**config.mk**
```make
export PLATFORM = sky130hd
export DESIGN_NAME = dsp_admit
export DESIGN_NICKNAME = d
export VERILOG_FILES = /design/src/rtl/dsp_pkg.sv /design/src/rtl/dsp_route.sv /design/src/rtl/dsp_judge.sv /design/src/rtl/dsp_stall_ctr.sv /design/src/rtl/dsp_admit.sv
export SDC_FILE = /design/constraint.sdc
export NUM_CORES = 1
export LEC_CHECK = 0
export CORE_AREA = 2 2 91 93
export CTS_CLUSTER_SIZE = 12
export DETAILED_ROUTE_END_ITERATION = 16
export DIE_AREA = 0 0 93 95
export DONT_BUFFER_PORTS = 1
export HOLD_SLACK_MARGIN = 0.05
export SLEW_MARGIN = 10
export SYNTH_ARGS = -nofsm -noshare
export SYNTH_HDL_FRONTEND = slang
export SYNTH_HIERARCHICAL = 1
export SYNTH_SLANG_ARGS = --single-unit
```
**constraint.sdc**
```tcl
create_clock -name clk -period 2.8 [get_ports clk]
set_clock_uncertainty 0.15 [all_clocks]
set_input_delay 0.28 -clock clk [delete_from_list [all_inputs] [get_ports clk]]
set_output_delay 0.28 -clock clk [all_outputs]
set_load 0.03 [all_outputs]
```
**src/rtl/dsp_pkg.sv**
```systemverilog
package dsp_pkg;
    localparam int N_STN = 5;

    typedef enum logic [2:0] {
        CLS_LOGIC = 3'd0,
        CLS_INT   = 3'd1,
        CLS_FP    = 3'd2,
        CLS_MEM   = 3'd3,
        CLS_MDV   = 3'd4,
        CLS_BR    = 3'd5,
        CLS_NOP   = 3'd6,
        CLS_BAD   = 3'd7
    } cls_e;

    typedef enum logic [1:0] {
        VD_GO  = 2'd0,
        VD_ROB = 2'd1,
        VD_STN = 2'd2,
        VD_REN = 2'd3
    } verdict_e;
endpackage

```
**src/rtl/dsp_route.sv**
```systemverilog
module dsp_route
    import dsp_pkg::*;
(
    input  logic [2:0]       cls,
    output logic [N_STN-1:0] want,
    output logic             bad
);
    always_comb begin
        want = '0;
        bad  = 1'b0;
        unique case (cls_e'(cls))
            CLS_LOGIC, CLS_INT: want[0] = 1'b1;
            CLS_FP:             want[1] = 1'b1;
            CLS_MEM:            want[2] = 1'b1;
            CLS_MDV:            want[3] = 1'b1;
            CLS_BR:             want[4] = 1'b1;
            CLS_NOP:            want    = '0;
            CLS_BAD:            bad     = 1'b1;
        endcase
    end
endmodule

```
**src/rtl/dsp_judge.sv**
```systemverilog
module dsp_judge
    import dsp_pkg::*;
(
    input  logic             rob_full,
    input  logic [N_STN-1:0] want,
    input  logic [N_STN-1:0] stn_full,
    input  logic             dst,
    input  logic             ren_free,
    output verdict_e         vd
);
    always_comb begin
        if (rob_full)
            vd = VD_ROB;
        else if (|(want & stn_full))
            vd = VD_STN;
        else if (dst && !ren_free)
            vd = VD_REN;
        else
            vd = VD_GO;
    end
endmodule

```
**src/rtl/dsp_stall_ctr.sv**
```systemverilog
module dsp_stall_ctr #(
    parameter int CNT_W = 16
) (
    input  logic             clk,
    input  logic             rst_n,
    input  logic             inc,
    output logic [CNT_W-1:0] cnt
);
    localparam logic [CNT_W-1:0] TOP = {CNT_W{1'b1}};

    always_ff @(posedge clk) begin
        if (!rst_n)
            cnt <= '0;
        else if (inc && cnt != TOP)
            cnt <= cnt + 1'b1;
    end
endmodule

```
**src/rtl/dsp_admit.sv**
```systemverilog
module dsp_admit
    import dsp_pkg::*;
#(
    parameter int TAG_W = 6,
    parameter int CNT_W = 16
) (
    input  logic             clk,
    input  logic             rst_n,
    input  logic             hd_valid,
    input  logic [2:0]       hd_cls,
    input  logic             hd_dst,
    input  logic [TAG_W-1:0] hd_tag,
    input  logic             rob_full,
    input  logic [N_STN-1:0] stn_full,
    input  logic             ren_free,
    output logic             adm_go,
    output logic [N_STN-1:0] stn_sel,
    output logic [TAG_W-1:0] stn_tag,
    output logic             cls_err,
    output logic [CNT_W-1:0] cnt_rob,
    output logic [CNT_W-1:0] cnt_stn,
    output logic [CNT_W-1:0] cnt_ren
);
    localparam int N_CTR = 3;

    logic [N_STN-1:0] want;
    logic             bad;
    verdict_e         vd;
    logic [N_CTR-1:0] inc;
    logic [CNT_W-1:0] cnts [N_CTR];

    dsp_route u_route (
        .cls  (hd_cls),
        .want (want),
        .bad  (bad)
    );

    dsp_judge u_judge (
        .rob_full (rob_full),
        .want     (want),
        .stn_full (stn_full),
        .dst      (hd_dst),
        .ren_free (ren_free),
        .vd       (vd)
    );

    always_comb begin
        inc     = '0;
        adm_go  = 1'b0;
        stn_sel = '0;
        if (hd_valid) begin
            unique case (vd)
                VD_GO: begin
                    adm_go  = 1'b1;
                    stn_sel = want;
                end
                VD_ROB: inc[0] = 1'b1;
                VD_STN: inc[1] = 1'b1;
                VD_REN: inc[2] = 1'b1;
            endcase
        end
    end

    assign stn_tag = hd_tag;
    assign cls_err = hd_valid & bad;

    for (genvar g = 0; g < N_CTR; g++) begin : g_ctr
        dsp_stall_ctr #(.CNT_W(CNT_W)) u_ctr (
            .clk   (clk),
            .rst_n (rst_n),
            .inc   (inc[g]),
            .cnt   (cnts[g])
        );
    end

    assign cnt_rob = cnts[0];
    assign cnt_stn = cnts[1];
    assign cnt_ren = cnts[2];
endmodule

```
==> impl_metrics.json <==
{
  "status": "complete, no violations",
  "rsz0062_at_grt": "false",
  "postCtsHoldBufs": 1,
  "period_share_pct": 87.22,
  "critical-path-top-delay-family": "simple AND/OR/NAND/NOR gates",
  "synth_flop_cell": "dfxtp_1",
  "yosysSeqAreaShare_pct": 34.99,
  "detail-route-antenna-nets": 0,
  "path_cells": "nor3b_1 -> a22oi_1 -> a31oi_1 -> and3b_1 -> nand2_1 -> or4_1 -> a21oi_1",
  "post_dp_cell_area_mm2": 0.002882,
  "yosys_register_bits": 48,
  "cp_data_arrival_time_ns": 2.53,
  "initial_utilization_pct": 34.64,
  "drt-total-wl_um": 6854,
  "seqCellArea_um2": 960.9,
  "reg.largest.list": "g_ctr.u_ctr/cnt x48",
  "viasPerCell": 5.731,
  "cts_root_buf": "clkbuf_8",
  "slowest_delay_ns": 0.52,
  "grt.met2_usage_pct": 24.94,
  "htreeDepth": 2,
  "grt-ovfl-total": 0,
  "crit_type": "primary input to flop",
  "whs_ns": 0.1777,
  "fin_tns_setup_ns": 0,
  "fmax_mhz": 409.5,
  "cp_max_fo": 10,
  "path_buf_inv": 0,
  "synth-edff-count": 0,
  "wire_per_inst_um": 15.90,
  "synth-async-reset-ratio_pct": 0,
  "die_area_mm2": 0.008835,
  "final_cells": 431,
  "cts_tree": "built",
  "finalNetCount": 349,
  "place_congestion": 0.7832,
  "post-cts-setup-buffers": 0,
  "grt_usage_pct": 15.71,
  "syn_area_per_cell_um2": 8.609,
  "max_cap_violations": 0,
  "largest_reg_flops": 48,
  "startpoint_type": "primary input",
  "min_period_ns": 2.442,
  "num_rows": 33,
  "min_path_type": "primary input to flop",
  "slew_headroom_pct": 57.39,
  "dpl.cell_count": 423,
  "grt.busiest_layer": "met2",
  "dp_hpwl_um": 4804,
  "chipHeight_um": 95,
  "fillerInstances": 843,
  "slowest_stage": "or4_1",
  "cp-end-kind": "flop",
  "drtPass1Iterations": 4,
  "powerDensity_mw_per_mm2": 400.1,
  "port-buffer-count": 0,
  "cts_buffer_depth": 2,
  "largest_register": "g_ctr.u_ctr/cnt",
  "synth_area_mm2": 0.002746,
  "clock_latency_ns": 0.30,
  "slew_violations": 0,
  "antenna_found_initial": 0,
  "layout_commonest_cell": "dfxtp_1",
  "grt_pass1_vias": 2283,
  "drive_above_1_share_pct": 9.202,
  "drc": 0,
  "vias": 2470,
  "grtUsageMet1_pct": 20.53,
  "power_mw": 1.193,
  "yosys_warnings": 6,
  "syn_nets": 342,
  "multi_input_area_mm2": 0.001658,
  "num_io_pins": 81,
  "diodes": 0,
  "netlist-cell-type-count": 41,
  "cts.sinks": 48,
  "leakage_nw": 0.9564,
  "grt_max_degree": 18,
  "numCtsBuffers": 5,
  "post_cts_resized": 0,
  "path_clk_slew_ns": 0.10,
  "area_growth_pct": 8.610,
  "synth_cells": 319,
  "tightest_slew_ns": 0.6310,
  "ir_worst_vdd_v": 0.0001557,
  "setup_viol": 0,
  "grt_util_met3_pct": 5.028,
  "crit_required_ns": 2.89,
  "die_x_um": 93,
  "core-area_mm2": 0.007928,
  "finalHoldViolations": 0,
  "grt_pass1_wl_um": 11380,
  "final_cell_mix": "48 x dfxtp_1, 30 x nand2_1, 27 x a21oi_1",
  "stdcell_area_mm2": 0.002983,
  "drt_iter0_drc": 88
}
==> Yosys cell counts, types with 5 or more instances <==
cell / n / area [um2]
a21oi_1: 27 / 135.1
o21ai_0: 12 / 60.06
inv_1: 13 / 48.80
nor3_1: 6 / 30.03
or3_1: 6 / 37.54
nand2b_1: 7 / 43.79
nor2_1: 16 / 60.06
and4bb_1: 5 / 62.56
nand3_1: 18 / 90.09
o31ai_1: 15 / 112.6
or4_1: 15 / 112.6
and4_1: 9 / 78.83
nand2_1: 30 / 112.6
buf_4: 9 / 67.56
nand4_1: 9 / 56.30
nor4_1: 9 / 56.30
nor3b_1: 6 / 45.04
dfxtp_1: 48 / 960.9
mux2i_1: 9 / 90.09
==> area by class of cell <==
type                       instances  area share (%)
clock buffer                       6           2.768
timing repair buffer              12           3.104
sequential                        48           32.21
multi-input combinational        246           55.58
inverter                          13           1.636
tap                              105           4.404
clock inverter                     1          0.2936
==> metrics by stage <==
| step | setup slack (ns) | utilization, % |
|---|---|---|
| 3_5_place_dp | 0.05871 | 36.35 |
| 2_1_floorplan | 0.4132 | - |
| 4_1_cts | 0.3785 | 37.63 |
| 5_1_grt | 0.09350 | 37.63 |
| 6_report | 0.3577 | 37.63 |
| 3_3_place_gp | 0.1250 | 36.35 |
==> layer usage <==
metal	wire length (um)	up-vias
met5	0	-
met4	34	0
met3	496	4
met2	3117	60
met1	3205	1155
li1	-	1251
==> path summary, 6_finish.rpt <==
check                                             from                      to  slack (ns)  depth (start not counted)
worst max register to register   g_ctr[0].u_ctr/cnt[8]  g_ctr[0].u_ctr/cnt[13]        0.73                          4
worst min register to register  g_ctr[0].u_ctr/cnt[10]  g_ctr[0].u_ctr/cnt[10]        0.50                          2
worst max-delay path                         hd_cls[2]   g_ctr[1].u_ctr/cnt[7]        0.36                          7
worst min-delay path                             rst_n   g_ctr[0].u_ctr/cnt[8]        0.18                          2
==> report_power, final <==
part           total [mW]  internal [mW]  switching, mW
sequential          0.696          0.685         0.0108
combinational      0.0553         0.0193         0.0360
clock               0.442          0.198          0.244
==> logic make-up (layout without fill, tap and decap cells) <==
kind of cell	after synthesis	after routing	synth area share (%)
XOR/XNOR	6	6	1.914
multiplexers	9	9	3.280
flip-flops	48	48	34.99
AO/OA/AOI/OAI	70	70	16.27
AND/OR/NAND/NOR	158	158	37.54
adder cells (fa/ha/maj)	3	3	1.367
buffers and inverters	25	32	4.647
Note: power is estimated with default switching activity, not from simulation.
